[src/rtl/exlat_pkg.sv]
package exlat_pkg;

   typedef enum logic [1:0] {
      OP_ALU  = 2'd0,
      OP_LOAD = 2'd1,
      OP_MUL  = 2'd2,
      OP_NONE = 2'd3
   } op_class_e;

   localparam int NUM_CLASS = 3;

   // latency of class c, given the three per-class latencies
   function automatic int class_lat(input int c, input int la, input int ll, input int lm);
      case (c)
         0:       return la;
         1:       return ll;
         default: return lm;
      endcase
   endfunction

endpackage

[src/rtl/exlat_delay_line.sv]
module exlat_delay_line #(
   parameter int LAT = 1,
   parameter int AW  = 4,
   parameter int DW  = 32
) (
   input  logic          clk,
   input  logic          rst,
   input  logic          adv,
   input  logic          in_v,
   input  logic [AW-1:0] in_dest,
   input  logic [DW-1:0] in_data,
   output logic          hd_v,
   output logic [AW-1:0] hd_dest,
   output logic [DW-1:0] hd_data
);

   if (LAT < 1) begin : g_bad_lat
      $error("exlat_delay_line: LAT must be at least 1");
   end

   if (LAT == 1) begin : g_direct
      logic unused_ctl;
      assign unused_ctl = ^{clk, rst, adv};
      assign hd_v    = in_v;
      assign hd_dest = in_dest;
      assign hd_data = in_data;
   end else begin : g_pipe
      localparam int NST = LAT - 1;
      logic [NST-1:0]         v_q;
      logic [NST-1:0][AW-1:0] d_q;
      logic [NST-1:0][DW-1:0] x_q;

      always_ff @(posedge clk) begin
         if (rst) begin
            v_q <= '0;
         end else if (adv) begin
            v_q[0] <= in_v;
            for (int k = 1; k < NST; k++) v_q[k] <= v_q[k-1];
         end
      end

      always_ff @(posedge clk) begin
         if (adv) begin
            d_q[0] <= in_dest;
            x_q[0] <= in_data;
            for (int k = 1; k < NST; k++) begin
               d_q[k] <= d_q[k-1];
               x_q[k] <= x_q[k-1];
            end
         end
      end

      assign hd_v    = v_q[NST-1];
      assign hd_dest = d_q[NST-1];
      assign hd_data = x_q[NST-1];
   end

endmodule

[src/rtl/exlat_commit_arb.sv]
module exlat_commit_arb #(
   parameter int NC = 3,
   parameter int AW = 4,
   parameter int DW = 32
) (
   input  logic [NC-1:0]         hv,
   input  logic [NC-1:0][AW-1:0] hd,
   input  logic [NC-1:0][DW-1:0] hx,
   output logic                  wv,
   output logic [AW-1:0]         wd,
   output logic [DW-1:0]         wx,
   output logic                  clash
);

   // higher index = longer latency = issued earlier, so it overrides
   always_comb begin
      wv = 1'b0;
      wd = '0;
      wx = '0;
      for (int c = 0; c < NC; c++) begin
         if (hv[c]) begin
            wv = 1'b1;
            wd = hd[c];
            wx = hx[c];
         end
      end
   end

   assign clash = |(hv & (hv - NC'(1)));

endmodule

[src/rtl/exlat_regfile.sv]
module exlat_regfile #(
   parameter int NREG = 16,
   parameter int AW   = 4,
   parameter int DW   = 32
) (
   input  logic          clk,
   input  logic          rst,
   input  logic          we,
   input  logic [AW-1:0] wa,
   input  logic [DW-1:0] wd,
   input  logic [AW-1:0] ra0,
   output logic [DW-1:0] rd0,
   input  logic [AW-1:0] ra1,
   output logic [DW-1:0] rd1
);

   logic [DW-1:0] mem [NREG];

   always_ff @(posedge clk) begin
      if (rst) begin
         for (int i = 0; i < NREG; i++) mem[i] <= '0;
      end else if (we && (wa != '0)) begin
         mem[wa] <= wd;
      end
   end

   assign rd0 = (ra0 == '0) ? '0 : mem[ra0];
   assign rd1 = (ra1 == '0) ? '0 : mem[ra1];

endmodule

[src/rtl/exlat_wb_pipe.sv]
module exlat_wb_pipe
   import exlat_pkg::*;
#(
   parameter  int DW      = 32,
   parameter  int NREG    = 16,
   parameter  int LAT_ALU = 1,
   parameter  int LAT_LD  = 2,
   parameter  int LAT_MUL = 3,
   localparam int AW      = $clog2(NREG)
) (
   input  logic          clk,
   input  logic          rst,
   input  logic          iss_valid,
   input  logic [1:0]    iss_class,
   input  logic [AW-1:0] iss_dest,
   input  logic [DW-1:0] iss_data,
   input  logic          ld_hit,
   input  logic [DW-1:0] ld_data,
   input  logic [AW-1:0] rd_addr_a,
   output logic [DW-1:0] rd_data_a,
   input  logic [AW-1:0] rd_addr_b,
   output logic [DW-1:0] rd_data_b,
   output logic          stall,
   output logic          sched_err
);

   localparam int NC    = NUM_CLASS;
   localparam int LD_IX = int'(OP_LOAD);

   if (!(LAT_ALU >= 1 && LAT_ALU < LAT_LD && LAT_LD < LAT_MUL)) begin : g_bad_order
      $error("exlat_wb_pipe: latencies must rise strictly ALU < LD < MUL, ALU >= 1");
   end
   if (LAT_LD < 2) begin : g_bad_ld
      $error("exlat_wb_pipe: load latency must be at least 2");
   end
   if (NREG < 2 || NREG != (1 << AW)) begin : g_bad_nreg
      $error("exlat_wb_pipe: NREG must be a power of two, at least 2");
   end

   logic [NC-1:0]         hv;
   logic [NC-1:0][AW-1:0] hd;
   logic [NC-1:0][DW-1:0] hx;
   logic                  accept, advance, ld_head, miss_q;
   logic                  wv, clash;
   logic [AW-1:0]         wd;
   logic [DW-1:0]         wx;

   assign accept = iss_valid && !stall;

   for (genvar c = 0; c < NC; c++) begin : g_cls
      localparam int L = class_lat(c, LAT_ALU, LAT_LD, LAT_MUL);
      logic [DW-1:0] line_x;

      exlat_delay_line #(.LAT(L), .AW(AW), .DW(DW)) u_line (
         .clk     (clk),
         .rst     (rst),
         .adv     (advance),
         .in_v    (accept && (iss_class == 2'(c))),
         .in_dest (iss_dest),
         .in_data (iss_data),
         .hd_v    (hv[c]),
         .hd_dest (hd[c]),
         .hd_data (line_x)
      );

      if (c == LD_IX) begin : g_ld_src
         logic [DW-1:0] unused_issue_data;
         assign unused_issue_data = line_x;
         assign hx[c] = ld_data;
      end else begin : g_op_src
         assign hx[c] = line_x;
      end
   end

   // a load owns the commit stage only if no older line is also there
   assign ld_head = hv[LD_IX] && !(|(hv >> (LD_IX + 1)));
   assign stall   = ld_head && (!ld_hit || miss_q);
   assign advance = !(ld_head && !ld_hit);

   exlat_commit_arb #(.NC(NC), .AW(AW), .DW(DW)) u_arb (
      .hv    (hv),
      .hd    (hd),
      .hx    (hx),
      .wv    (wv),
      .wd    (wd),
      .wx    (wx),
      .clash (clash)
   );

   always_ff @(posedge clk) begin
      if (rst) begin
         miss_q    <= 1'b0;
         sched_err <= 1'b0;
      end else begin
         sched_err <= sched_err | clash;
         if (ld_head && !ld_hit) miss_q <= 1'b1;
         else if (advance)       miss_q <= 1'b0;
      end
   end

   exlat_regfile #(.NREG(NREG), .AW(AW), .DW(DW)) u_rf (
      .clk (clk),
      .rst (rst),
      .we  (wv && advance),
      .wa  (wd),
      .wd  (wx),
      .ra0 (rd_addr_a),
      .rd0 (rd_data_a),
      .ra1 (rd_addr_b),
      .rd1 (rd_data_b)
   );

endmodule

[config.mk]
export PLATFORM = sky130hd
export DESIGN_NAME = exlat_wb_pipe
export DESIGN_NICKNAME = d
export VERILOG_FILES = /design/src/rtl/exlat_pkg.sv /design/src/rtl/exlat_delay_line.sv /design/src/rtl/exlat_commit_arb.sv /design/src/rtl/exlat_regfile.sv /design/src/rtl/exlat_wb_pipe.sv
export SDC_FILE = /design/constraint.sdc
export NUM_CORES = 1
export LEC_CHECK = 0
export CORE_UTILIZATION = 60
export CTS_CLUSTER_SIZE = 40
export DETAILED_ROUTE_END_ITERATION = 10
export PLACE_DENSITY = 0.88
export SYNTH_ARGS = -nofsm -noshare
export SYNTH_HDL_FRONTEND = slang
export SYNTH_SLANG_ARGS = --single-unit
[constraint.sdc]
create_clock -name clk -period 13.4 [get_ports clk]
set_input_delay 4.02 -clock clk [delete_from_list [all_inputs] [get_ports clk]]
set_output_delay 4.02 -clock clk [all_outputs]
set_load 0.005 [all_outputs]
# After elaboration in Yosys (flattened, before gate mapping)
# Memories as Yosys holds them, arrays and structs flattened.
# Index checks and enable logic that the tools add are counted.
[op_classes]
n_addsub = 1
n_eq_ne = 2
mux = 20
bitwise_logic = 2
reduce_logical = 20
[ops]
columns = ["op", "count"]
rows = [
  ["$mux W32", 6],
  ["$reduce_or A32 Y1", 1],
  ["$mux W4", 4],
  ["$mux W1", 10],
  ["$logic_and A1 B1 Y1", 9],
  ["$logic_not A4 Y1", 2],
  ["$logic_not A1 Y1", 4],
  ["$reduce_bool A4 Y1", 1],
  ["$and A3 B3 Y3", 1],
  ["$reduce_or A3 Y1", 1],
  ["$sub A3 B1 Y3 const B", 1],
  ["$eq A2 B1 Y1 const B", 1],
  ["$eq A2 B2 Y1 const B", 1],
  ["$logic_not A2 Y1", 1],
  ["$logic_or A1 B1 Y1", 1],
  ["$or A1 B1 Y1", 1],
]
[word_totals]
regBits = 77
mem_bits_rw = 512
word_cells = 54
memories = 1
[mem_list]
columns = ["name", "words", "width", "rd", "rd_clocked_by_memory_dff", "write_ports", "line_no", "text"]
rows = [
  ["u_rf.mem", 16, 32, 2, 0, 16, "exlat_regfile.sv:17", "logic [DW-1:0] mem [NREG];"],
]

# Logic depth before layout (Yosys ltp)
[depth]
word_depth = 16
mapped_depth = 8
depth_no_buf = 4

# Modules after synthesis
# A second synthesis with hierarchy kept.
[hier_totals]
cells_unflattened = 2150
hier_area_um2 = 30630.6
[by_module_without_submodules]
columns = ["mod", "instances", "cells_each", "area_each_um2", "seq_area_each_um2"]
rows = [
  ["exlat_regfile", 1, 1778, 25572.0, 14443.9],
  ["exlat_delay_line at g_cls[2].u_line", 1, 114, 2499.9, 2202.1],
  ["exlat_delay_line at g_cls[1].u_line", 1, 39, 1114.8, 1101.1],
  ["exlat_commit_arb", 1, 166, 1036.0, 0.0],
  ["exlat_delay_line at g_cls[0].u_line", 1, 37, 277.8, 0.0],
  ["exlat_wb_pipe", 1, 16, 130.1, 40.0],
]

# Least setup slack after synthesis
# Ideal clock, no wire load.
[synth_timing]
path_type = "input to output"
startpoint = "input port rd_addr_b[1]"
endpoint = "output port rd_data_b[10]"
arrival_ns = 5.576
required_time_ns = 9.380
setup_slack_ns = 3.804
stages = 6
n_path_buf = 3
path_cell_list = "clkbuf_1 -> buf_1 -> clkbuf_1 -> mux4_2 -> a22oi_1 -> o21ai_0"
[synth_between]
elab_chain_len = 2
[synth_lines]
columns = ["element", "line_no", "text"]
rows = [
  ["start, declared", "exlat_wb_pipe.sv:21", "input logic [AW-1:0] rd_addr_b,"],
  ["$mem_v2 Z16 W32 or $logic_not A4 Y1 (tied branches)", "-", ""],
  ["$mux W32 *", "exlat_regfile.sv:28", "assign rd1 = (ra1 == '0) ? '0 : mem[ra1];"],
  ["end, declared", "exlat_wb_pipe.sv:22", "output logic [DW-1:0] rd_data_b,"],
]
# Mark *: on every way between the ends. The rest lies on a longest branch, timed or not.

# Worst setup path after layout
[layout_timing]
startpoint = "input port rd_addr_b[3]"
endpoint = "output port rd_data_b[17]"
# The elaborated chain is that of the path after synthesis.

==> metrics.txt <==
status=finished, final reports clean; sequential power share=0.497; setup violators final=0; Peak supply drop=0.113 mV; number of antenna violations at the first check in global routing=3; crit path DAT=7810 ps; design area=34,000 sq um; Largest stage delay, worst path=about 860 ps; startpoint types=primary input; clock network fraction of total power=0.384; dpl cells=2,906; Core Area=49,000 sq um; Final #Nets=2,385; hold_buf cts=0; die area=50,600 sq um; Critical Path RT=9380 ps; row count=81; starting density of the core=0.610; Resize count post-CTS=0; DR iter-0 viols=between 4,000 and 5,000; Setup crit end kind=output port; Gate power share=0.118; Area after DPL=32,000 sq um; Least-Margin Pin Slew=roughly 1300 ps; reg2reg setup slack=between 9000 and 10,000 ps; Synth area leaders=edfxtp_1, mux4_2, nor2_1; unrepaired setup endpoints after global routing=no; sequential share of the synthesized area=0.591; total grt overflow=0; H-tree levels=2; post-route insts no fill=3,014; commonest cells in the netlist=edfxtp_1, nor2_1, mux4_2, clkbuf_1, mux2i_1; clk_skew=13.6 ps; power density over cell area=roughly 130 nW/um^2; I/O Buffers=between 100 and 150; P&R area growth vs syn=13.8%; worst path cell trace=clkdlybuf4s50_1, clkinv_1, buf_4, a221oi_1, nand2_1, a21oi_1, clkdlybuf4s50_1; crit path buf inv count=4; dominant cell type by area after synthesis=edfxtp_1; CTS tree=yes; CP Capture Point=rd_data_b[17]; layout cells sized above 1=0.159; Crit Path Max Fanout=27; final wirelength=between 90,000 and 100,000 um; Yosys reg bits=between 500 and 600; Synth cell types=52; global-route wire length before repair=between 100,000 and 150,000 um; vias in the first global route=23,100; TritonCTS Buffers=58; fin crit period=approximately 12,000 ps; post-synth top area share=0.588; Int Pwr=~0.0033 W; Sw Share=0.245; drt first pass iters=8; vias per cell=7.56; hold path start=g_cls[2].u_line.g_pipe.x_q[28]; Crit. Startpoint=rd_addr_b[3]; setup tns final=0 ps; reg2reg end=u_rf.mem[3][26]; cells after synthesis=about 2,200; Most common cell on crit path=clkdlybuf4s50_1; Pins Over Slew Limit=0; WL/cell=31.7 um; Max Clk Rate=approximately 85 MHz; most frequent cell after synthesis=edfxtp_1; FF-to-FF path depth=7; Final period util=0.883; P_leak=11.5 nW; worst skew pair latency=630 ps; I/O pins=~150; # DRC=0; post-synthesis average cell area=13.6 sq um; DPL Wire Length=53,900 um; Post-CTS Setup Bufs=0; chip height=225 um; DR vias=22,800; Fin. Hold Viols=0; worst relative slew slack=0.101; mapped cell area=29,800 sq um; crit path kind=in2out; fillcell total=about 3,000; GP Congestion=0.897; Slowest cell on crit path=clkdlybuf4s50_1; delay-heaviest family, CP=buffers and inverters; Hold WC Path Type=reg2reg; Crit path depth=7; reg2reg start=g_cls[2].u_line.g_pipe.v_q[1]; Post-synth ARST share=0; clk root buf=clkbuf_16; clock slew at reported path FFs=60 ps; top_reg_cell synth=edfxtp_1; GRT Overall Usage=0.380; post-route ant nets=0; CTS sink count=589; Ant. Diodes=0; EDFF count, synth=roughly 580; die width=225 um; sw power=approximately 0.0011 W; Synth Warn #=0; number of max-cap violations=0; clk buf depth=3; largest net degree at the start of global routing=85
-- stage by stage --
| stage | worst slack, ps | total power, W | hold slack (ps) | utilization |
|---|---|---|---|---|
| 2_1_floorplan | 3800 | 0.00244 | 400 | - |
| 3_3_place_gp | 1900 | 0.00264 | 400 | 0.655 |
| 3_5_place_dp | 1810 | 0.00266 | 405 | 0.655 |
| 4_1_cts | 1760 | 0.00428 | 420 | 0.693 |
| 5_1_grt | 1560 | 0.00438 | 422 | 0.694 |
| 6_report | 1570 | 0.00431 | 419 | 0.694 |
-- sequential cells by signal, summed over array words and instances, names as in the netlist --
name,count
g_cls.u_line.g_pipe.d_q,4
g_cls.u_line.hd_dest,4
g_cls.u_line.g_pipe.x_q,32
miss_q,1
g_cls.u_line.hd_v,1
u_rf.mem,512
g_cls.u_line.hd_data,32
sched_err,1
g_cls.u_line.g_pipe.v_q,2
-- cells by family (layout without fill, tap and decap cells) --
group / Yosys count / after routing / synth area share
AND/OR/NAND/NOR: 701 / 701 / 0.0991
other: 1 / 32 / 0.000126
flip-flops: 589 / 589 / 0.591
multiplexers: 320 / 320 / 0.188
AO/OA/AOI/OAI: 388 / 388 / 0.0951
buffers and inverters: 200 / 320 / 0.0268
-- power groups by stage --
| stage | Combinational (W) | Clock [W] | Sequential, W |
|---|---|---|---|
| after floorplan | 0.000280 | 0 | 0.00216 |
| after global placement | 0.000478 | 0 | 0.00217 |
| after detailed placement | 0.000486 | 0 | 0.00218 |
| after CTS | 0.000491 | 0.00165 | 0.00214 |
| after global routing | 0.000521 | 0.00171 | 0.00215 |
| final | 0.000510 | 0.00166 | 0.00214 |
-- per-layer routing --
layer / part of all wire / routed length (um) / track usage
met4: 0.071 / 6830 / 0.242
met3: 0.18 / 17300 / 0.134
met1: 0.30 / 29100 / 0.475
met5: 0.00037 / 35 / 0
met2: 0.44 / 42500 / 0.567
-- area by class of cell --
class                   instances  area [sq um]  area share
clock buffers                  71          1560      0.0460
clock inverters                36           332     0.00976
inverters                       8          30.0    0.000884
multi-input cells            1441         11600       0.343
flip-flops and latches        589         17600       0.519
well taps                     664           831      0.0245
repair buffers                205          1930      0.0569
-- cell usage in the layout (no fill, tap or decap), types with 6 or more instances in the layout --
| cell type | synthesis | final |
|---|---|---|
| a211oi_1 | 39 | 39 |
| a21oi_1 | 89 | 89 |
| a221oi_1 | 58 | 58 |
| a22o_1 | 11 | 11 |
| a22oi_1 | 68 | 68 |
| a31o_2 | 9 | 9 |
| and3_1 | 33 | 33 |
| buf_4 | 0 | 58 |
| bufinv_16 | 0 | 6 |
| clkbuf_1 | 138 | 10 |
| clkbuf_16 | 0 | 61 |
| clkdlybuf4s50_1 | 0 | 141 |
| clkinv_1 | 1 | 14 |
| clkinv_2 | 0 | 13 |
| conb_1 | 1 | 32 |
| edfxtp_1 | 584 | 584 |
| mux2i_1 | 128 | 128 |
| mux4_2 | 192 | 192 |
| nand2_1 | 103 | 103 |
| nand3_1 | 12 | 11 |
| nand3b_1 | 35 | 35 |
| nor2_1 | 491 | 486 |
| o211ai_1 | 43 | 43 |
| o21ai_0 | 11 | 11 |
| o21bai_1 | 13 | 10 |
| o221ai_1 | 32 | 32 |
-- worst reg2reg max path, stage by stage, from the launching register on --
cell and delay [ps]:
dfxtp_2 310, buf_4 550, nand2_1 960, and2_1 430, buf_4 260, and2_1 330, o21bai_4 560, buf_4 610
-- worst min-delay path by stage --
stage | endpoint | slack (ps) | cells past startpoint
2_1_floorplan | g_cls[2].u_line.hd_data[0] | 400 | 0
3_3_place_gp | g_cls[2].u_line.hd_data[29] | 400 | 0
3_5_place_dp | g_cls[2].u_line.hd_data[6] | 410 | 0
4_1_cts | g_cls[2].u_line.hd_data[11] | 420 | 0
5_1_grt | g_cls[2].u_line.hd_data[6] | 420 | 0
6_report | g_cls[2].u_line.hd_data[28] | 420 | 0
Note: power is estimated with default switching activity, not from simulation.
